[config.mk]
export PLATFORM = sky130hd
export DESIGN_NAME = thermo_alarm
export DESIGN_NICKNAME = d
export VERILOG_FILES = /design/src/rtl/thermo_pkg.sv /design/src/rtl/thermo_src.sv /design/src/rtl/thermo_levels.sv /design/src/rtl/thermo_regs.sv /design/src/rtl/thermo_alarm.sv
export SDC_FILE = /design/constraint.sdc
export NUM_CORES = 1
export LEC_CHECK = 0
export ABC_AREA = 0
export BUFFER_PORTS_ARGS = -buffer_cell sky130_fd_sc_hd__buf_4
export CORE_ASPECT_RATIO = 1.75
export CORE_MARGIN = 2
export CORE_UTILIZATION = 30
export CTS_BUF_LIST = sky130_fd_sc_hd__clkbuf_16
export CTS_CLUSTER_DIAMETER = 30
export DETAILED_ROUTE_END_ITERATION = 10
export GPL_ROUTABILITY_DRIVEN = 0
export GPL_TIMING_DRIVEN = 1
export HOLD_SLACK_MARGIN = 0.05
export SYNTH_ARGS = -nofsm -noshare
export SYNTH_HDL_FRONTEND = slang
export SYNTH_HIERARCHICAL = 1
export SYNTH_SLANG_ARGS = --single-unit
[constraint.sdc]
create_clock -name clk -period 3.8 [get_ports clk]
set_input_delay 0.38 -clock clk [delete_from_list [all_inputs] [get_ports clk]]
set_output_delay 0.38 -clock clk [all_outputs]
set_load 0.01 [all_outputs]
[src/rtl/thermo_pkg.sv]
package thermo_pkg;
  // Register byte offsets
  localparam int OFS_STATUS = 'h000;
  localparam int OFS_CTRL   = 'h004;
  localparam int OFS_CURT   = 'h040;
  localparam int OFS_RISE   = 'h050;
  localparam int OFS_FALL   = 'h060;
  localparam int OFS_INTEN  = 'h110;
  localparam int OFS_PEND   = 'h118;
  localparam int OFS_EMUL   = 'h160;

  // Field positions
  localparam int CTL_CORE_BIT = 0;
  localparam int CTL_PD_BIT   = 23;
  localparam int FALL_GRP     = 16;
  localparam int EMU_EN_BIT   = 0;
  localparam int EMU_CODE_LSB = 7;
  localparam int HI_LANE      = 16;

  // Register index holding a level: highest levels sit in the first register
  function automatic int slot_of(input int lvl, input int nlev);
    return (nlev - 1 - lvl) / 2;
  endfunction

  // Odd levels use the upper lane, even levels the lower lane
  function automatic int lane_of(input int lvl);
    return (lvl % 2 != 0) ? HI_LANE : 0;
  endfunction

  function automatic logic went_up(input logic [15:0] prev, input logic [15:0] nxt,
                                   input logic [15:0] thr);
    return (nxt >= thr) && (prev < thr);
  endfunction

  function automatic logic went_down(input logic [15:0] prev, input logic [15:0] nxt,
                                     input logic [15:0] thr);
    return (nxt < thr) && (prev >= thr);
  endfunction
endpackage

[src/rtl/thermo_src.sv]
module thermo_src #(
  parameter int CODE_W = 9
) (
  input  logic              clk,
  input  logic              rst_n,
  input  logic              core_en,
  input  logic              pd_en,
  input  logic              emu_en,
  input  logic [CODE_W-1:0] emu_code,
  input  logic              sns_valid,
  input  logic [CODE_W-1:0] sns_code,
  input  logic              sns_pwrdn,
  output logic              sample_ok,
  output logic [CODE_W-1:0] new_code,
  output logic [CODE_W-1:0] cur_code,
  output logic              ready
);
  logic frozen;

  assign new_code  = emu_en ? emu_code : sns_code;
  assign frozen    = pd_en & sns_pwrdn;
  assign sample_ok = core_en & (emu_en | (sns_valid & ~frozen));

  always_ff @(posedge clk or negedge rst_n) begin
    if (!rst_n) begin
      cur_code <= '0;
      ready    <= 1'b0;
    end else if (sample_ok) begin
      cur_code <= new_code;
      ready    <= 1'b1;
    end
  end

  a_r3_core_off_holds: assert property (@(posedge clk) disable iff (!rst_n)
    !core_en |=> $stable(cur_code));
  a_r2_ready_sticky: assert property (@(posedge clk) disable iff (!rst_n)
    ready |=> ready);
  a_r11_pd_freeze: assert property (@(posedge clk) disable iff (!rst_n)
    (core_en && pd_en && sns_pwrdn && !emu_en) |=> $stable(cur_code));
  a_r12_emul_loads: assert property (@(posedge clk) disable iff (!rst_n)
    (core_en && emu_en) |=> (cur_code == $past(emu_code)));
endmodule

[src/rtl/thermo_levels.sv]
module thermo_levels
  import thermo_pkg::*;
#(
  parameter int CODE_W = 9,
  parameter int NLEV   = 8
) (
  input  logic                         sample_ok,
  input  logic [CODE_W-1:0]            prev_code,
  input  logic [CODE_W-1:0]            new_code,
  input  logic [NLEV-1:0][CODE_W-1:0]  rise_thr,
  input  logic [NLEV-1:0][CODE_W-1:0]  fall_thr,
  output logic [NLEV-1:0]              rise_hit,
  output logic [NLEV-1:0]              fall_hit
);
  for (genvar g = 0; g < NLEV; g++) begin : g_lvl
    assign rise_hit[g] = sample_ok &
      went_up(16'(prev_code), 16'(new_code), 16'(rise_thr[g]));
    assign fall_hit[g] = sample_ok &
      went_down(16'(prev_code), 16'(new_code), 16'(fall_thr[g]));
  end
endmodule

[src/rtl/thermo_regs.sv]
module thermo_regs
  import thermo_pkg::*;
#(
  parameter int CODE_W = 9,
  parameter int NLEV   = 8,
  parameter int AW     = 12,
  parameter int DW     = 32
) (
  input  logic                         clk,
  input  logic                         rst_n,
  input  logic                         wen,
  input  logic [AW-1:0]                addr,
  input  logic [DW-1:0]                wdata,
  output logic [DW-1:0]                rdata,
  input  logic [NLEV-1:0]              rise_hit,
  input  logic [NLEV-1:0]              fall_hit,
  input  logic [CODE_W-1:0]            cur_code,
  input  logic                         ready,
  output logic                         core_en,
  output logic                         pd_en,
  output logic                         emu_en,
  output logic [CODE_W-1:0]            emu_code,
  output logic [NLEV-1:0][CODE_W-1:0]  rise_thr,
  output logic [NLEV-1:0][CODE_W-1:0]  fall_thr,
  output logic                         irq
);
  localparam int NREG = NLEV / 2;

  logic [NLEV-1:0] en_r, en_f, pend_r, pend_f;
  logic wr_ctl, wr_inten, wr_pend, wr_emul;
  logic [NLEV-1:0] clr_r, clr_f;
  logic unused_wdata;

  assign wr_ctl   = wen && (addr == AW'(OFS_CTRL));
  assign wr_inten = wen && (addr == AW'(OFS_INTEN));
  assign wr_pend  = wen && (addr == AW'(OFS_PEND));
  assign wr_emul  = wen && (addr == AW'(OFS_EMUL));
  assign clr_r    = wr_pend ? wdata[0 +: NLEV] : '0;
  assign clr_f    = wr_pend ? wdata[FALL_GRP +: NLEV] : '0;
  assign unused_wdata = ^wdata;

  always_ff @(posedge clk or negedge rst_n) begin
    if (!rst_n) begin
      core_en  <= 1'b0;
      pd_en    <= 1'b0;
      emu_en   <= 1'b0;
      emu_code <= '0;
      en_r     <= '0;
      en_f     <= '0;
      pend_r   <= '0;
      pend_f   <= '0;
    end else begin
      if (wr_ctl) begin
        core_en <= wdata[CTL_CORE_BIT];
        pd_en   <= wdata[CTL_PD_BIT];
      end
      if (wr_ctl && !wdata[CTL_CORE_BIT]) begin
        en_r <= '0;
        en_f <= '0;
      end else if (wr_inten) begin
        en_r <= core_en ? wdata[0 +: NLEV] : '0;
        en_f <= core_en ? wdata[FALL_GRP +: NLEV] : '0;
      end
      if (wr_emul) begin
        emu_en   <= wdata[EMU_EN_BIT];
        emu_code <= wdata[EMU_CODE_LSB +: CODE_W];
      end
      pend_r <= (pend_r & ~clr_r) | (rise_hit & en_r);
      pend_f <= (pend_f & ~clr_f) | (fall_hit & en_f);
    end
  end

  for (genvar g = 0; g < NLEV; g++) begin : g_thr
    localparam int SLOT = slot_of(g, NLEV);
    localparam int LANE = lane_of(g);
    always_ff @(posedge clk or negedge rst_n) begin
      if (!rst_n) begin
        rise_thr[g] <= '0;
        fall_thr[g] <= '0;
      end else if (wen) begin
        if (addr == AW'(OFS_RISE + 4 * SLOT)) rise_thr[g] <= wdata[LANE +: CODE_W];
        if (addr == AW'(OFS_FALL + 4 * SLOT)) fall_thr[g] <= wdata[LANE +: CODE_W];
      end
    end
  end

  always_comb begin
    rdata = '0;
    case (addr)
      AW'(OFS_STATUS): rdata[0] = ready;
      AW'(OFS_CTRL): begin
        rdata[CTL_CORE_BIT] = core_en;
        rdata[CTL_PD_BIT]   = pd_en;
      end
      AW'(OFS_CURT): rdata[0 +: CODE_W] = cur_code;
      AW'(OFS_INTEN): begin
        rdata[0 +: NLEV]        = en_r;
        rdata[FALL_GRP +: NLEV] = en_f;
      end
      AW'(OFS_PEND): begin
        rdata[0 +: NLEV]        = pend_r;
        rdata[FALL_GRP +: NLEV] = pend_f;
      end
      AW'(OFS_EMUL): begin
        rdata[EMU_EN_BIT]             = emu_en;
        rdata[EMU_CODE_LSB +: CODE_W] = emu_code;
      end
      default: ;
    endcase
    for (int k = 0; k < NREG; k++) begin
      if (addr == AW'(OFS_RISE + 4 * k)) begin
        rdata[HI_LANE +: CODE_W] = rise_thr[NLEV - 1 - 2 * k];
        rdata[0 +: CODE_W]       = rise_thr[NLEV - 2 - 2 * k];
      end
      if (addr == AW'(OFS_FALL + 4 * k)) begin
        rdata[HI_LANE +: CODE_W] = fall_thr[NLEV - 1 - 2 * k];
        rdata[0 +: CODE_W]       = fall_thr[NLEV - 2 - 2 * k];
      end
    end
  end

  assign irq = (|(pend_r & en_r)) | (|(pend_f & en_f));

  a_r10_off_no_mask: assert property (@(posedge clk) disable iff (!rst_n)
    !core_en |-> (en_r == '0 && en_f == '0));
  a_r7_pend_needs_en: assert property (@(posedge clk) disable iff (!rst_n)
    ((pend_r & ~$past(pend_r) & ~$past(en_r)) == '0) &&
    ((pend_f & ~$past(pend_f) & ~$past(en_f)) == '0));
  a_r8_clear_takes: assert property (@(posedge clk) disable iff (!rst_n)
    wr_pend |=> ((pend_r & $past(wdata[0 +: NLEV]) & ~$past(rise_hit)) == '0));
  a_r9_irq_needs_core: assert property (@(posedge clk) disable iff (!rst_n)
    irq |-> core_en);
endmodule

[src/rtl/thermo_alarm.sv]
module thermo_alarm #(
  parameter int CODE_W = 9,
  parameter int NLEV   = 8,
  parameter int AW     = 12,
  parameter int DW     = 32
) (
  input  logic              clk,
  input  logic              rst_n,
  input  logic              sns_valid,
  input  logic [CODE_W-1:0] sns_code,
  input  logic              sns_pwrdn,
  input  logic              reg_wen,
  input  logic [AW-1:0]     reg_addr,
  input  logic [DW-1:0]     reg_wdata,
  output logic [DW-1:0]     reg_rdata,
  output logic              irq
);
  logic core_en, pd_en, emu_en, sample_ok, ready;
  logic [CODE_W-1:0] emu_code, new_code, cur_code;
  logic [NLEV-1:0][CODE_W-1:0] rise_thr, fall_thr;
  logic [NLEV-1:0] rise_hit, fall_hit;

  thermo_src #(.CODE_W(CODE_W)) u_src (
    .clk(clk), .rst_n(rst_n), .core_en(core_en), .pd_en(pd_en),
    .emu_en(emu_en), .emu_code(emu_code), .sns_valid(sns_valid),
    .sns_code(sns_code), .sns_pwrdn(sns_pwrdn), .sample_ok(sample_ok),
    .new_code(new_code), .cur_code(cur_code), .ready(ready)
  );

  thermo_levels #(.CODE_W(CODE_W), .NLEV(NLEV)) u_lvl (
    .sample_ok(sample_ok), .prev_code(cur_code), .new_code(new_code),
    .rise_thr(rise_thr), .fall_thr(fall_thr),
    .rise_hit(rise_hit), .fall_hit(fall_hit)
  );

  thermo_regs #(.CODE_W(CODE_W), .NLEV(NLEV), .AW(AW), .DW(DW)) u_regs (
    .clk(clk), .rst_n(rst_n), .wen(reg_wen), .addr(reg_addr),
    .wdata(reg_wdata), .rdata(reg_rdata), .rise_hit(rise_hit),
    .fall_hit(fall_hit), .cur_code(cur_code), .ready(ready),
    .core_en(core_en), .pd_en(pd_en), .emu_en(emu_en), .emu_code(emu_code),
    .rise_thr(rise_thr), .fall_thr(fall_thr), .irq(irq)
  );
endmodule

==> metrics, run 1 <==
clock sinks 198; peak supply drop 0.199 mV; Slew Limit Headroom 25.4%; Worst R2R Setup Slack 930 ps; Congestion Overflow GR 0; overall power consumption 5.10 mW; first-pass GRT wire length 93200 um; clk_lat worst skew 510 ps; remaining antenna violation count after routing 0; max-slew violations 0; sequential share of the synthesized area 30.5%; Setup WS pre-CTS 523 ps; Post-route DRC 0; area grow syn2layout 13.6%; Cells after Synth 1641; DP Area 17700 um^2; layout cells sized above 1 22.1%; met2 routed WL 32300 um; Max Root-Sink Buffers 3; met3 wire length 2960 um; most common cell after layout, fill and taps aside ha_1; crit path capture reg_rdata[2]; worst slew pin tran 1110 ps; Post-Synth Adder-Cell Area 21.0%; Boundary Pins 91; Min-Delay Path Class in2reg; Setup crit end kind output port; GRT Total Usage 22.4%; FP Rows 112; Nets 2057; final hold viol count 0; # H-tree levels 4; Via Count 14.1k; Synth Register Bits 198; status finished clean; DRT iter0 DRCs 1106; min Tclk post-route 3490 ps; commonest cells after routing, fill and taps aside 272 x ha_1, 198 x dfrtp_1, 158 x mux2_2; CP required 3420 ps; fmax 0.287 GHz; antenna violations before repair 1; Main synth FF type dfrtp_1; Avg Inst Size Synth 9.90 um^2; pwr dens 276 nW/um^2; Startpoint Class primary input; clock root buffer master clkbuf_16; final setup violation count 0; FILL cells 5314; cells on worst reg2reg path 9; drt pass-1 iters 7; Compound-Gate Fraction of Synth Area 15.3%; core area 53400 um^2; Synth Area in XOR/XNOR 0%; Buffers on Ports 76; WL met1 21500 um; Critical Path Start reg_addr[2]; CTS tree yes; largest net degree at the start of global routing 80; Post-synth EDFFs 0; reg2reg start u_regs/emu_code[0]; top cell type's share of synthesized area 30.5%; Starting Density 30.4%; Max Cap Viol 0; Synth Area in Simple Gates 13.7%; Cell variety after synth 78; TritonCTS Buffers 25; vias in the first global route 14.6k; critical path class in2out; r2r endpoint u_regs/pend_r[0]; area leader, netlist dfrtp_1; CP Data Arrival Time 3110 ps; warnings from Yosys 6; die area 56100 um^2; top fanout value on the critical path 32; Max Used Layer met4; clock-pin slew on the worst setup and hold paths 60 ps; Final period util 91.8%; Final TNS setup 0 ps; Synth area leaders dfrtp_1 31%, ha_1 21%, mux2_2 11%; die height 312 um; DR WL/cell 26.5 um; critical hold path startpoint reg_wdata[9]; multiplexer share of the synthesized area 13.5%; leakage power 8.35 nW; Die X 180 um; post-synthesis async set-or-reset flop share 100%; Mapped Area 16200 um^2; DP HPWL 48300 um; final worst slack 313 ps; main combinational cell family by area after synthesis adder cells; clock skew 21.6 ps; post-layout util 34.6%; vias per inst 5.85; Final Instance Area 18400 um^2; RSZ-0062 raised after global routing false; final WL 64100 um
==> registers in the layout, summed over array words and instances (netlist names) <==
signal,count
u_regs/en_r,8
u_regs/pd_en,1
u_src/cur_code,9
u_regs/core_en,1
u_regs/rise_thr,72
u_regs/emu_en,1
u_regs/en_f,8
u_regs/fall_thr,72
u_regs/pend_f,8
u_src/ready,1
u_regs/pend_r,8
u_regs/emu_code,9
==> worst max-delay path, cell delays in order <==
cell and delay, ps:
buf_4 420, nor3_1 170, nand2b_1 260, nor2_1 210
o2bb2ai_1 170, a211oi_1 900, a211oi_1 330, buf_4 250
==> synth_stat cells (5+ instances only) <==
cell,number
mux2_2,158
or3_1,14
buf_6,5
nand4b_1,5
nand2b_1,20
o21bai_1,10
a2111oi_0,7
ha_1,272
a22oi_1,16
a21oi_1,114
nand3_1,48
nand4_1,25
a22o_1,27
o21a_1,7
nor2b_1,22
inv_1,142
o22ai_1,24
a221oi_1,22
a211oi_1,26
nor3_1,9
and4_1,6
o21ai_0,71
a32oi_1,5
mux2_1,5
a2111oi_2,6
nor2_1,45
nor3b_1,5
mux2_4,17
mux2i_1,11
buf_2,43
nor3_2,10
clkbuf_1,12
dfrtp_1,198
and2_1,9
a31oi_1,14
nand2_1,108
and4_4,9
o31ai_1,6
buf_4,13
and3_1,12
==> final cells by class <==
class | count | area, um^2 | share of cell area (%)
Sequential cell | 198 | 4950 | 26.9
Inverter | 143 | 537 | 2.91
Multi-Input combinational cell | 1231 | 10400 | 56.1
Clock buffer | 25 | 626 | 3.39
Tap cell | 684 | 856 | 4.64
Clock inverter | 7 | 110 | 0.597
Antenna cell | 1 | 2.50 | 0.0136
Timing Repair Buffer | 128 | 1010 | 5.47
==> report_power, final <==
group / leakage [nW] / internal (mW) / switching [mW] / total (mW)
combinational: 5.22 / 0.260 / 0.454 / 0.714
clock: 0.358 / 1.38 / 0.875 / 2.25
sequential: 2.77 / 2.12 / 0.0173 / 2.13
total: 8.35 / 3.75 / 1.35 / 5.10
==> cell families (layout without fill, tap and decap cells) <==
| family | count (synthesis) | count (layout) |
|---|---|---|
| AO/OA/AOI/OAI | 381 | 381 |
| AND/OR/NAND/NOR | 380 | 380 |
| adder cells (fa/ha/maj) | 272 | 272 |
| buffers and inverters | 218 | 303 |
| flip-flops | 198 | 198 |
| multiplexers | 191 | 191 |
| other | 1 | 8 |
==> worst min-delay path by stage <==
| stage | endpoint | slack [ps] | depth (start not counted) |
|---|---|---|---|
| 6_report | u_regs/emu_code[2] | 110 | 2 |
| 5_1_grt | u_regs/emu_code[2] | 100 | 2 |
| 4_1_cts | u_regs/emu_code[2] | 90 | 2 |
| 3_5_place_dp | u_regs/fall_thr[60] | 380 | 1 |
| 3_3_place_gp | u_regs/fall_thr[60] | 380 | 1 |
| 2_1_floorplan | u_regs/core_en | 80 | 0 |
==> layer usage <==
layer	vias to the layer above	global-route usage [%]
li1	6259	-
met3	294	2.75
met5	-	0
met2	672	40.1
met4	0	22.2
met1	6917	21.8
==> through the flow <==
stage | hold slack [ps] | cells
after floorplan | 84.4 | 1647
after global placement | 381 | 2383
after global routing | 104 | 2416
final | 108 | 2417
after detailed placement | 382 | 2383
after CTS | 92.4 | 2416
==> timing repair <==
item,in CTS,in global routing
setup buffers,0,0
endpoints found under the hold margin,71,0
gates resized for setup,0,0
setup endpoints to repair,0,0
hold buffers,1,0
No activity file was read; power rests on OpenSTA's default activity.
==> inputs of run 2 (changes only) <==
Settings changed: CELL_PAD_IN_SITES_DETAIL_PLACEMENT set to 0, CELL_PAD_IN_SITES_GLOBAL_PLACEMENT set to 1, PLACE_DENSITY_LB_ADDON set to 0.1, SLEW_MARGIN set to 10.
==> metrics, run 2 (synthesized netlist as in run 1, its figures left out) <==
Final period util 91.5% (-0.23 points); die area 56100 um^2 (unchanged); setup repair bufs after CTS 0 (unchanged); Post-route DRC 0 (unchanged); remaining antenna violation count after routing 0 (unchanged); critical path class in2out; CP Cell Sequence buf_4 > nor4b_1 > nand2_1 > nor2_1 > buf_4 > a22o_1 > a221oi_1 > a211oi_1 > buf_4; worst slew pin tran 1100 ps (-8.48 ps); cts hold-fix bufs 1 (unchanged); clock root buffer master clkbuf_16; clock skew 12.6 ps (-9.04 ps); Boundary Pins 91 (unchanged); Buffers on Ports 76 (unchanged); status finished clean; # H-tree levels 4 (unchanged); Largest regs u_regs/fall_thr (72), u_regs/rise_thr (72); FP Rows 112 (unchanged); Register Area 4960 um^2 (about the same); final worst slack 322 ps (+8.69 ps); final hold viol count 0 (unchanged); Starting Density 30.4% (unchanged); largest net degree at the start of global routing 100 (+25%); clk_lat worst skew 470 ps (-40 ps); die height 312 um (unchanged); core area 53400 um^2 (unchanged); DR WL/cell 29.1 um (+9.8%); leakage power 8.33 nW (-0.22%); Non-Filler Instances 2426 (+0.37%); Nets 2059 (+0.097%); final WL 70600 um (+10%); drt pass-1 iters 8 (+1); area grow syn2layout 13.2%; CTS tree yes; Hold Worst Slack 143 ps (+34.4 ps); DP HPWL 53700 um (+11%); clock-pin slew on the worst setup and hold paths 80 ps (+20 ps); Congestion Overflow GR 0 (unchanged); first-pass GRT wire length 101000 um (+8.0%); Resized Gates After CTS 0 (unchanged); Max Root-Sink Buffers 2 (-1); Final TNS setup 0 ps (unchanged); max-slew violations 0 (unchanged); overall power consumption 4.85 mW (-4.9%); Slowest-stage cell, CP nor4b_1; commonest cells after routing, fill and taps aside 272 x ha_1, 196 x dfrtp_1, 158 x mux2_2; pwr dens 264 nW/um^2 (-4.6%); final setup violation count 0 (unchanged); # diodes 0 (-1); Die X 180 um (unchanged); Via Count 13.4k (-5.1%); vias per inst 5.53 (-5.5%); Startpoint Class primary input; layout cells sized above 1 22.8% (+0.68 points); min Tclk post-route 3480 ps (-8.69 ps); CP Data Arrival Time 3100 ps (about the same); Multi-input gate area 10400 um^2 (about the same); top fanout value on the critical path 11 (-66%); peak supply drop 0.263 mV (+32%); max incr delay on CP 870 ps (-30 ps); Max Cap Viol 0 (unchanged); Setup WS pre-CTS 373 ps (-150 ps); clock sinks 198 (unchanged); RSZ-0062 raised after global routing false; DRT iter0 DRCs 812 (-27%); crit-path most repeated cell buf_4; CP required 3420 ps (about the same); GRT Total Usage 25.2% (+2.8 points); vias in the first global route 14.0k (-4.2%); fmax 0.287 GHz (+0.25%); Slew Limit Headroom 26.2% (+0.83 points); TritonCTS Buffers 17 (-32%); Min-Delay Path Class in2reg; Setup crit end kind output port; most common cell after layout, fill and taps aside ha_1; antenna violations before repair 2 (+1); placed insts 2393 (+0.42%); FILL cells 5491 (+3.3%)
run 2: metal layers:
metal,part of all wire (%),wire length [um],track usage (%),vias to the layer above
met5,0.047,33,0,-
met1,37,26100,26.5,6700
met3,2.4,1710,2.45,115
met4,5.3,3760,12.6,4
met2,55,39100,49.0,336
li1,-,-,-,6264
run 2: worst paths after layout:
| kind | slack [ps] | cells past startpoint | startpoint | to |
|---|---|---|---|---|
| setup / recovery | 320 | 9 | reg_addr[8] | reg_rdata[3] |
| hold / removal | 140 | 2 | reg_wdata[13] | u_regs/emu_code[6] |
| setup reg to reg | 880 | 10 | u_regs/emu_code[0] | u_regs/pend_r[3] |
| hold reg to reg | 470 | 1 | u_src/ready | u_src/ready |
| max in group asynchronous | 2230 | 3 | rst_n | u_regs/fall_thr[71] |
| min in group asynchronous | 510 | 2 | rst_n | u_regs/fall_thr[10] |
run 2: metrics by stage:
step / instance area, um^2 / utilization, %
after floorplan: 16300 / -
after global placement: 17800 / 33.3
after detailed placement: 17800 / 33.3
after CTS: 18400 / 34.4
after global routing: 18400 / 34.4
final: 18400 / 34.4
run 2: layout make-up:
type                            count  share of cell area, %
Clock inverter                     15                   1.01
Sequential cell                   198                   27.0
Multi-Input combinational cell   1231                   56.3
Inverter                          143                   2.92
Tap cell                          684                   4.65
Clock buffer                       17                   2.31
Timing Repair Buffer              138                   5.82
run 2: worst max-delay path: cells and delay by family:
kind	cells	cell delay, ps
AO/OA/AOI/OAI	3	680
buffers and inverters	3	590
AND/OR/NAND/NOR	3	1430
run 2: report_power, final:
group / internal [mW] / switching (mW) / total, mW
clock: 1.00 / 0.985 / 1.99
sequential: 2.12 / 0.0271 / 2.14
combinational: 0.260 / 0.457 / 0.717
total: 3.38 / 1.47 / 4.85
